$ cat src/rtl/padcal_pkg.sv
package padcal_pkg;

   localparam int N_ENT = 6;

   // table entry positions; the bench and the selection depend on them
   localparam int IX_FAST   = 0;
   localparam int IX_DUAL   = 1;
   localparam int IX_LV     = 2;
   localparam int IX_HV     = 3;
   localparam int IX_LV_FB  = 4;
   localparam int IX_HV_FB  = 5;

   typedef enum logic [1:0] {
      TM_LEGACY = 2'd0,
      TM_FAST   = 2'd1,
      TM_DUAL   = 2'd2,
      TM_SPARE  = 2'd3
   } timing_e;

   typedef enum logic [2:0] {
      ST_IDLE,
      ST_PAD_ON,
      ST_SETTLE,
      ST_KICK,
      ST_WAIT,
      ST_POLL,
      ST_PAD_OFF,
      ST_RESTORE
   } state_e;

endpackage

$ cat src/rtl/padcal_ofs_sel.sv
module padcal_ofs_sel
   import padcal_pkg::*;
#(
   parameter int OFS_W = 8
) (
   input  logic [N_ENT*OFS_W-1:0] pu_tab_i,
   input  logic [N_ENT*OFS_W-1:0] pd_tab_i,
   input  timing_e                timing_i,
   input  logic                   low_v_i,
   input  logic                   fallback_i,
   output logic [2*OFS_W-1:0]     word_o
);

   localparam int IDX_W = $clog2(N_ENT);

   logic [2*OFS_W-1:0] ent [N_ENT];
   logic [IDX_W-1:0]   idx;

   // pack each table row into a {pull-down, pull-up} word
   for (genvar k = 0; k < N_ENT; k++) begin : g_ent
      assign ent[k] = {pd_tab_i[k*OFS_W +: OFS_W], pu_tab_i[k*OFS_W +: OFS_W]};
   end

   always_comb begin
      if (fallback_i) begin
         idx = low_v_i ? IDX_W'(IX_LV_FB) : IDX_W'(IX_HV_FB);
      end else begin
         unique case (timing_i)
            TM_FAST: idx = IDX_W'(IX_FAST);
            TM_DUAL: idx = IDX_W'(IX_DUAL);
            default: idx = low_v_i ? IDX_W'(IX_LV) : IDX_W'(IX_HV);
         endcase
      end
   end

   assign word_o = ent[idx];

endmodule

$ cat src/rtl/padcal_timer.sv
module padcal_timer #(
   parameter int CNT_W = 8
) (
   input  logic             clk,
   input  logic             rst_n,
   input  logic             load_i,
   input  logic [CNT_W-1:0] len_i,
   output logic             expired_o
);

   logic [CNT_W-1:0] cnt_q;

   always_ff @(posedge clk or negedge rst_n) begin
      if (!rst_n) begin
         cnt_q <= '0;
      end else if (load_i) begin
         cnt_q <= len_i;
      end else if (cnt_q != '0) begin
         cnt_q <= cnt_q - 1'b1;
      end
   end

   assign expired_o = (cnt_q == '0);

   // once expired, the timer stays expired until reloaded
   a_r5_expiry_sticky: assert property (@(posedge clk) disable iff (!rst_n)
      (expired_o && !load_i) |=> expired_o);

   // a load of a non-zero length always starts a wait
   a_r5_load_waits: assert property (@(posedge clk) disable iff (!rst_n)
      (load_i && len_i != '0) |=> !expired_o);

endmodule

$ cat src/rtl/padcal_seq.sv
module padcal_seq
   import padcal_pkg::*;
#(
   parameter int OFS_W      = 8,
   parameter int CLK_MHZ    = 250,
   parameter int SETTLE_US  = 2,
   parameter int POLL_US    = 1000,
   parameter int TIMEOUT_US = 10000
) (
   input  logic                   clk,
   input  logic                   rst_n,
   input  logic                   start_i,
   input  logic [1:0]             timing_i,
   input  logic                   low_volt_i,
   input  logic [N_ENT*OFS_W-1:0] pu_tab_i,
   input  logic [N_ENT*OFS_W-1:0] pd_tab_i,
   input  logic                   card_clk_en_i,
   input  logic                   cal_active_i,
   output logic [2*OFS_W-1:0]     ofs_o,
   output logic                   cal_en_o,
   output logic                   cal_start_o,
   output logic                   pad_pwr_o,
   output logic                   card_clk_en_o,
   output logic                   busy_o,
   output logic                   done_o,
   output logic                   timeout_o
);

   localparam int SETTLE_CYC  = CLK_MHZ * SETTLE_US;
   localparam int POLL_CYC    = CLK_MHZ * POLL_US;
   localparam int TIMEOUT_CYC = CLK_MHZ * TIMEOUT_US;
   localparam int MAX_A       = (SETTLE_CYC > POLL_CYC) ? SETTLE_CYC : POLL_CYC;
   localparam int MAX_CYC     = (MAX_A > TIMEOUT_CYC) ? MAX_A : TIMEOUT_CYC;
   localparam int CNT_W       = $clog2(MAX_CYC + 1);

   if (OFS_W < 1 || SETTLE_CYC < 1 || POLL_CYC < 1 || TIMEOUT_CYC < POLL_CYC) begin : g_bad_cfg
      $error("padcal_seq: offset width, settle, poll and timeout lengths must be positive, timeout >= poll");
   end

   state_e              state_q;
   timing_e             tm_q;
   logic                lowv_q;
   logic                clk_save_q;
   logic                card_clk_q;
   logic                pad_q;
   logic                cal_en_q;
   logic                kick_q;
   logic                done_q;
   logic                to_q;
   logic [2*OFS_W-1:0]  ofs_q;

   timing_e             sel_tm;
   logic                sel_lowv;
   logic                sel_fb;
   logic [2*OFS_W-1:0]  sel_word;

   logic                ivl_load;
   logic [CNT_W-1:0]    ivl_len;
   logic                ivl_exp;
   logic                win_load;
   logic                win_exp;

   logic                idle;
   assign idle = (state_q == ST_IDLE);

   // selection reads live inputs at start, latched values afterwards
   assign sel_tm   = idle ? timing_e'(timing_i) : tm_q;
   assign sel_lowv = idle ? low_volt_i : lowv_q;
   assign sel_fb   = (state_q == ST_RESTORE);

   padcal_ofs_sel #(.OFS_W(OFS_W)) i_sel (
      .pu_tab_i   (pu_tab_i),
      .pd_tab_i   (pd_tab_i),
      .timing_i   (sel_tm),
      .low_v_i    (sel_lowv),
      .fallback_i (sel_fb),
      .word_o     (sel_word)
   );

   // interval timer: settle delays and poll period
   always_comb begin
      ivl_load = 1'b0;
      ivl_len  = CNT_W'(SETTLE_CYC);
      win_load = 1'b0;
      unique case (state_q)
         ST_PAD_ON: ivl_load = 1'b1;
         ST_KICK:   ivl_load = 1'b1;
         ST_WAIT: begin
            if (ivl_exp) begin
               ivl_load = 1'b1;
               ivl_len  = CNT_W'(POLL_CYC);
               win_load = 1'b1;
            end
         end
         ST_POLL: begin
            if (ivl_exp && cal_active_i && !win_exp) begin
               ivl_load = 1'b1;
               ivl_len  = CNT_W'(POLL_CYC);
            end
         end
         default: ;
      endcase
   end

   padcal_timer #(.CNT_W(CNT_W)) i_ivl (
      .clk       (clk),
      .rst_n     (rst_n),
      .load_i    (ivl_load),
      .len_i     (ivl_len),
      .expired_o (ivl_exp)
   );

   // overall timeout window, started with the first poll period
   padcal_timer #(.CNT_W(CNT_W)) i_win (
      .clk       (clk),
      .rst_n     (rst_n),
      .load_i    (win_load),
      .len_i     (CNT_W'(TIMEOUT_CYC)),
      .expired_o (win_exp)
   );

   always_ff @(posedge clk or negedge rst_n) begin
      if (!rst_n) begin
         state_q    <= ST_IDLE;
         tm_q       <= TM_LEGACY;
         lowv_q     <= 1'b0;
         clk_save_q <= 1'b0;
         card_clk_q <= 1'b0;
         pad_q      <= 1'b0;
         cal_en_q   <= 1'b0;
         kick_q     <= 1'b0;
         done_q     <= 1'b0;
         to_q       <= 1'b0;
         ofs_q      <= '0;
      end else begin
         kick_q <= 1'b0;
         done_q <= 1'b0;
         unique case (state_q)
            ST_IDLE: begin
               card_clk_q <= card_clk_en_i;
               if (start_i) begin
                  tm_q       <= timing_e'(timing_i);
                  lowv_q     <= low_volt_i;
                  clk_save_q <= card_clk_en_i;
                  card_clk_q <= 1'b0;
                  to_q       <= 1'b0;
                  ofs_q      <= sel_word;
                  state_q    <= ST_PAD_ON;
               end
            end
            ST_PAD_ON: begin
               pad_q   <= 1'b1;
               state_q <= ST_SETTLE;
            end
            ST_SETTLE: begin
               if (ivl_exp) state_q <= ST_KICK;
            end
            ST_KICK: begin
               cal_en_q <= 1'b1;
               kick_q   <= 1'b1;
               state_q  <= ST_WAIT;
            end
            ST_WAIT: begin
               if (ivl_exp) state_q <= ST_POLL;
            end
            ST_POLL: begin
               if (ivl_exp) begin
                  if (!cal_active_i) begin
                     state_q <= ST_PAD_OFF;
                  end else if (win_exp) begin
                     to_q    <= 1'b1;
                     state_q <= ST_PAD_OFF;
                  end
               end
            end
            ST_PAD_OFF: begin
               pad_q   <= 1'b0;
               state_q <= ST_RESTORE;
            end
            ST_RESTORE: begin
               card_clk_q <= clk_save_q;
               if (to_q) begin
                  cal_en_q <= 1'b0;
                  ofs_q    <= sel_word;
               end
               done_q  <= 1'b1;
               state_q <= ST_IDLE;
            end
            default: state_q <= ST_IDLE;
         endcase
      end
   end

   assign ofs_o         = ofs_q;
   assign cal_en_o      = cal_en_q;
   assign cal_start_o   = kick_q;
   assign pad_pwr_o     = pad_q;
   assign card_clk_en_o = card_clk_q;
   assign busy_o        = !idle;
   assign done_o        = done_q;
   assign timeout_o     = to_q;

   // card clock held off throughout a run
   a_r3_clk_off_busy: assert property (@(posedge clk) disable iff (!rst_n)
      busy_o |-> !card_clk_en_o);

   // pad is powered only with the card clock stopped
   a_r4_pad_clk_off: assert property (@(posedge clk) disable iff (!rst_n)
      pad_pwr_o |-> !card_clk_en_o);

   // pad power is already gone when the clock is about to be restored
   a_r4_pad_first: assert property (@(posedge clk) disable iff (!rst_n)
      (state_q == ST_RESTORE) |-> !pad_pwr_o);

   // strobe only with pad up and enable set, and only for one cycle
   a_r5_kick_ctx: assert property (@(posedge clk) disable iff (!rst_n)
      cal_start_o |-> (pad_pwr_o && cal_en_o));
   a_r5_kick_pulse: assert property (@(posedge clk) disable iff (!rst_n)
      cal_start_o |=> !cal_start_o);

   // a timed-out run ends with calibration disabled
   a_r7_to_disables: assert property (@(posedge clk) disable iff (!rst_n)
      (done_o && timeout_o) |-> !cal_en_o);

   // a successful run leaves calibration enabled
   a_r6_ok_enabled: assert property (@(posedge clk) disable iff (!rst_n)
      (done_o && !timeout_o) |-> cal_en_o);

   // done is a single-cycle pulse
   a_r10_done_pulse: assert property (@(posedge clk) disable iff (!rst_n)
      done_o |=> !done_o);

   // offset field frozen while the run waits and polls
   a_r9_ofs_frozen: assert property (@(posedge clk) disable iff (!rst_n)
      (busy_o && state_q != ST_RESTORE) |=> $stable(ofs_o));

endmodule

$ cat config.mk
export PLATFORM = sky130hd
export DESIGN_NAME = padcal_seq
export DESIGN_NICKNAME = d
export VERILOG_FILES = /design/src/rtl/padcal_pkg.sv /design/src/rtl/padcal_ofs_sel.sv /design/src/rtl/padcal_timer.sv /design/src/rtl/padcal_seq.sv
export SDC_FILE = /design/constraint.sdc
export NUM_CORES = 1
export LEC_CHECK = 0
export BUFFER_PORTS_ARGS = -buffer_cell sky130_fd_sc_hd__clkbuf_2
export CAP_MARGIN = 10
export CORE_MARGIN = 4
export CORE_UTILIZATION = 48
export CTS_BUF_LIST = sky130_fd_sc_hd__clkbuf_16
export DETAILED_ROUTE_END_ITERATION = 10
export GPL_ROUTABILITY_DRIVEN = 0
export GPL_TIMING_DRIVEN = 0
export PLACE_DENSITY = 0.77
export SYNTH_ARGS = -nofsm -noshare
export SYNTH_HDL_FRONTEND = slang
export SYNTH_SLANG_ARGS = --single-unit
export TNS_END_PERCENT = 20
$ cat constraint.sdc
create_clock -name clk -period 3.5 [get_ports clk]
set_input_delay 0.35 -clock clk [delete_from_list [all_inputs] [get_ports clk]]
set_output_delay 0.35 -clock clk [all_outputs]
set_load 0.05 [all_outputs]
Word-level counts from Yosys, hierarchy flattened
Cells that the tools add are included.
{ "classes": {"addsub": 2, "magnitude_cmp": 1, "n_eq_ne": 17, "muxes": 42, "bitwise": 1, "reduce_logical": 21} }
{ "op_table": {"columns": ["operator", "n"], "rows": [
  ["two-way mux 22 bit", 4],
  ["two-way mux 16 bit", 4],
  ["binary-select mux 16 bit (select 3 bit)", 1],
  ["logical NOT 22 bit", 2],
  ["nonzero test 22 bit", 2],
  ["subtractor 22 x 1 -> 22 bit, second input constant", 2],
  ["two-way mux 18 bit", 2],
  ["one-hot mux 18 bit (2 select lines)", 1],
  ["one-hot mux 16 bit (2 select lines)", 1],
  ["one-hot mux 3 bit (8 select lines)", 1],
  ["two-way mux 3 bit", 7],
  ["two-way mux 1 bit", 14],
  ["!= test 2 bit, second input constant", 7],
  ["== test 3 bit, second input constant", 4],
  ["nonzero test 2 bit", 6],
  ["AND reduction 5 bit", 2],
  ["one-hot mux 1 bit (2 select lines)", 4],
  ["== test 3 x 2 -> 1 bit, second input constant", 2],
  ["one-hot mux 3 bit (2 select lines)", 1],
  ["greater-or-equal comparator 4 bit, second input constant", 1],
  ["inverter 3 -> 4 bit", 1],
  ["AND reduction 2 bit", 2],
  ["== test 3 x 1 -> 1 bit, second input constant", 1],
  ["logical NOT 3 bit", 1],
  ["9 further kinds", 11]
]} }
{ "word_totals": {"regBits": 73, "input_bits": 104, "out_inout_bits": 23, "word_cells": 97} }

Depth between registers and ports, before layout
{ "logic_depth": {"word_depth": 11, "mapped_depth": 14, "depth_no_buf": 10} }

Cells and area by module
From an unflattened synthesis, not the netlist that was laid out.
{ "unflattened": {"hier_cells": 499, "hier_area_um2": 4892.2} }
{ "by_module_without_submodules": {"columns": ["module", "n_inst", "cells_each", "area_per_inst_um2", "seq_area_each_um2"], "rows": [
  ["padcal_timer (i_ivl)", 1, 150, 1362.6, 550.5],
  ["padcal_seq", 1, 107, 1343.8, 725.7],
  ["padcal_timer (i_win)", 1, 146, 1322.5, 550.5],
  ["padcal_ofs_sel", 1, 96, 863.3, 0.0]
]} }

Worst setup path before layout
OpenSTA, ideal clock, no wires.
{ "synth_timing": {"path_type": "register -> register", "start": "register state_q[0]", "end": "register ofs_q[0] (netlist: ofs_o[0])", "setup_time_ns": 0.142, "arrival_ns": 3.665, "required_ns": 3.358, "slack_ns": -0.307, "path_stages_with_launch": 15, "path_buffers": 5, "period_less_slack_ns": 3.807, "cell_sequence": "dfrtp_1 -> inv_1 -> ha_1 -> buf_2 -> nand2b_1 -> clkbuf_1 -> mux2_2 -> ha_1 -> clkbuf_1 -> or3_1 -> clkbuf_1 -> nand2_1 -> buf_2 -> mux2i_1 -> o221ai_1"} }
{ "synth_via": {"elab_chain_cells": 11, "word_cells_on_any_way": 21, "classes_between": "eq/ne: 5; mux: 12; bitwise: 1; reduce/logical: 3"} }
{ "synth_lines": {"columns": ["element", "line", "source"], "rows": [
  ["start: declaration", "padcal_seq.sv:40", "state_e state_q;"],
  ["start signal: assignment", "padcal_seq.sv:124", "state_q <= ST_IDLE;"],
  ["start signal: assignment", "padcal_seq.sv:148", "state_q <= ST_PAD_ON;"],
  ["start signal: assignment", "padcal_seq.sv:153", "state_q <= ST_SETTLE;"],
  ["logical NOT 3 bit", "padcal_seq.sv:64, padcal_seq.sv:138", null],
  ["two-way mux 2 bit or two-way mux 1 bit (tied branches)", "padcal_seq.sv:67, padcal_seq.sv:68", null],
  ["== test 2 bit (tied with other cells)", "padcal_ofs_sel.sv:28", "unique case (timing_i)"],
  ["one-hot mux 3 bit (2 select lines)", "padcal_ofs_sel.sv:28", null],
  ["two-way mux 3 bit", "padcal_ofs_sel.sv:25", "if (fallback_i) begin"],
  ["inverter 3 -> 4 bit (implied by the code)", "padcal_ofs_sel.sv:36", "assign word_o = ent[idx];"],
  ["binary-select mux 16 bit (select 3 bit)", "padcal_ofs_sel.sv:36", null],
  ["two-way mux 16 bit (implied by the code) (2 in series)", "padcal_ofs_sel.sv:36", null],
  ["two-way mux 16 bit, on equally long branches", "padcal_seq.sv:182, padcal_seq.sv:141", null],
  ["one-hot mux 16 bit (2 select lines)", "padcal_seq.sv:138", "unique case (state_q)"],
  ["end signal: assignment", "padcal_seq.sv:147", "ofs_q <= sel_word;"],
  ["end signal: assignment", "padcal_seq.sv:184", "ofs_q <= sel_word;"],
  ["end: declaration", "padcal_seq.sv:50", "logic [2*OFS_W-1:0] ofs_q;"]
]} }
Several ways; a longest one is shown, not always the timed one. The select of a mux whose other input is x is not followed.
A chain may end at the register's enable or synchronous reset.

Worst setup path after layout
{ "layout_timing": {"start": "register state_q[1]", "end": "register ofs_q[8] (netlist: ofs_o[8])"} }
The elaborated chain is that of the path after synthesis.

==> impl_metrics.ini <==
[sta]
hold_slack_ns = 0.00239
clock_skew_ns = 0.00709
drv_slew = 0
tightest_slew_ns = 0.737
slew_headroom_pct = 50.8
rsz0062_at_grt = yes
max_freq_mhz = 292
post-route-period-util_pct = 98.0
final_hold_viol_count = 0
setup-violations-final = 0
layout_min_cycle_time_ns = 3.43

[grt]
grt_max_degree = 42
grt.busiest_layer = met2
grtUsageMet2_pct = 41.9
grt_pass1_wl_um = 22400
grt_util_met3_pct = 5.95
grtUsageMet1_pct = 29.6
grt.total_usage_pct = 24.5
gr-total-overflow = 0
antenna_found_initial = 0
grt_pass1_vias = 4503

[worst_setup_path]
cp_top_family = compound AO/OA/AOI/OAI gates
required_ns = 3.69
r2r_start = state_q[1]$_DFFE_PN0P_
start_kind = register
ff2ff_setup_slack_ns = 0.07
ff2ff_path_depth = 13
reg2reg_to = ofs_o[8]$_DFFE_PN0P_
critPathSlowestCell = nor3_2
cp_data_arrival_time_ns = 3.62
path_buf_inv = 4
crit_type = register to register
critPathMostFrequentCell = ha_1
max_stage_delay_ns = 0.45
crit_fanout = 10
path_cells = inv_1, ha_1, buf_2, nand2b_1, clkbuf_4, mux2_2, ha_1, o211a_1, nor3_2, nand2_4, buf_4, a211oi_1, o221ai_1
crit_path_end_kind = register

[synthesis]
synth_cells = 520
synth_edf_count = 0
synth_top_area_cell = dfrtp_1
synth_seq_area_share_pct = 39.3
ys_types = 63
synth.area.top_cells = dfrtp_1, nand2_1, nor2_1, o221ai_1, xnor2_1
avgSynthCellArea_um2 = 8.93
yosys_register_bits = 73
synthFlopType = dfrtp_1
async_reset_ff_share_pct = 100
synth_fp_nets = 633
synth_top_area_share_pct = 39.3
synth_area_um2 = 4640
yosysWarnings = 0

[floorplanning]
die_x_um = 106
core_area_um2 = 9330
die_area_um2 = 11300
dieHeight_um = 106
io_pins = 127
rows = 35
initial_core_util_pct = 49.8

[cts]
cts_buffers = 9
cts_root_buf = clkbuf_16
clk_path_buf_depth = 2
cts_tree = done
clkLatencyLatePin_ns = 0.33
cts_sinks = 73
path_clk_slew_ns = 0.06
postCtsHoldBufs = 0
cts_max_level = 3

[drt]
drt_drc_violations_left = 0
drt_wl_total_um = 13900
wl_per_cell_um = 17.5
ant_nets = 0
drt-initial-drc-count = 397
vias = 4559
first_pass_iters = 5
via_per_inst = 5.75

[cells_and_area]
synthToLayoutAreaGrowth_pct = 24.9
fillers = 804
layout.nets = 772
drive_gt1_share_pct = 29.4
fin_cells = 793
n_antenna_cell = 0
final_cell_mix = clkbuf_2, dfrtp_1, nand2_1
layout_commonest_cell = clkbuf_2

[power_and_ir_drop]
leakage_nw = 2.84
p_per_area_nw_per_um2 = 372
peakVddDrop_uv = 250

[placement]
post-dp-hpwl_um = 10600
place_inst = 776
io_buffers = 126

[min_path]
hold_class = primary input to asynchronous set/reset pin

[outcome]
outcome = finished clean

[job]
drv_cap = 0
-- how the worst max path moves through the flow --
| stage | startpoint | slack [ns] | cells past startpoint | endpoint |
|---|---|---|---|---|
| after detailed placement | state_q[0]$_DFFE_PN0P_ | -0.54 | 13 | ofs_o[8]$_DFFE_PN0P_ |
| after floorplan | state_q[0]$_DFFE_PN0P_ | 0.08 | 14 | ofs_o[0]$_DFFE_PN0P_ |
| after global placement | state_q[0]$_DFFE_PN0P_ | -0.51 | 13 | ofs_o[8]$_DFFE_PN0P_ |
| after CTS | state_q[1]$_DFFE_PN0P_ | 0.009 | 13 | ofs_o[4]$_DFFE_PN0P_ |
| after global routing | state_q[0]$_DFFE_PN0P_ | -0.01 | 13 | ofs_o[5]$_DFFE_PN0P_ |
| final | state_q[1]$_DFFE_PN0P_ | 0.07 | 13 | ofs_o[8]$_DFFE_PN0P_ |
-- cells in the mapped netlist (3+ instances only) --
cell type / instances
a21oi_1: 15
o211ai_1: 6
a31o_2: 8
xor2_1: 19
nor4_1: 9
nand2_1: 73
nand3_1: 14
nor4b_1: 3
nor3_1: 14
a211o_1: 3
or4_1: 6
buf_2: 6
and3_1: 11
o31ai_1: 3
a21o_1: 5
xnor2_1: 19
a211oi_1: 18
ha_1: 9
clkbuf_1: 21
inv_1: 14
dfrtp_1: 73
or2_2: 4
nand4_1: 10
nor2b_1: 7
nor2_1: 45
o221ai_1: 19
o21ai_0: 20
mux2i_1: 16
and2_1: 4
-- per-layer routing --
metal,vias to the layer above,routed length [µm]
met2,205,6840
met3,31,1030
met1,2146,5640
met5,-,0
met4,0,395
li1,2177,-
-- state kept, by name, indices dropped and copies added, names as in the netlist --
signal	flops
timeout_o	1
i_win.cnt_q	22
ofs_o	16
done_o	1
lowv_q	1
cal_en_o	1
pad_pwr_o	1
tm_q	2
clk_save_q	1
state_q	3
cal_start_o	1
card_clk_en_o	1
i_ivl.cnt_q	22
-- cell type report --
type	instances	area [µm²]	share of cell area (%)
Clock inverter	7	62.6	1.08
Timing Repair Buffer	129	668	11.5
Tap cell	129	161	2.78
Clock buffer	9	225	3.88
Inverter	14	52.6	0.906
Buffer	30	155	2.68
Sequential cell	73	1830	31.5
Multi-Input combinational cell	402	2650	45.7
-- cell families (layout without fill, tap and decap cells) --
logic type | after synthesis | in the layout | synth area share, %
compound gates | 116 | 116 | 18.1
fa+ha+maj | 9 | 9 | 2.43
mux | 19 | 19 | 4.26
simple gates | 220 | 220 | 24.4
buf+inv | 45 | 189 | 4.26
xor+xnor | 38 | 38 | 7.17
flops | 73 | 73 | 39.3
-- report_power, final --
part / switching, mW / total, mW / internal (mW)
sequential: 0.0166 / 0.887 / 0.870
combinational: 0.242 / 0.376 / 0.134
clock: 0.351 / 0.895 / 0.544
-- per-stage QoR --
| step | setup WS [ns] | setup TNS (ns) | total power, mW | utilization [%] | instance area, µm² |
|---|---|---|---|---|---|
| finish | 0.0698 | 0 | 2.16 | 62.2 | 5800 |
| global route | -0.0137 | -0.0454 | 2.25 | 62.2 | 5800 |
| CTS | 0.00937 | 0 | 2.17 | 62.0 | 5790 |
| detailed placement | -0.541 | -6.38 | 1.26 | 58.6 | 5460 |
| global placement | -0.511 | -6.05 | 1.25 | 58.3 | 5440 |
| floorplan | 0.0799 | 0 | 1.11 | - | 4650 |
-- timing repair --
item | 4_1_cts | 5_1_grt
resized for setup | 8 | 11
buffers inserted | 2 | 0
setup endpoints to repair | 16 | 16
No activity file was read; power rests on OpenSTA's default activity.
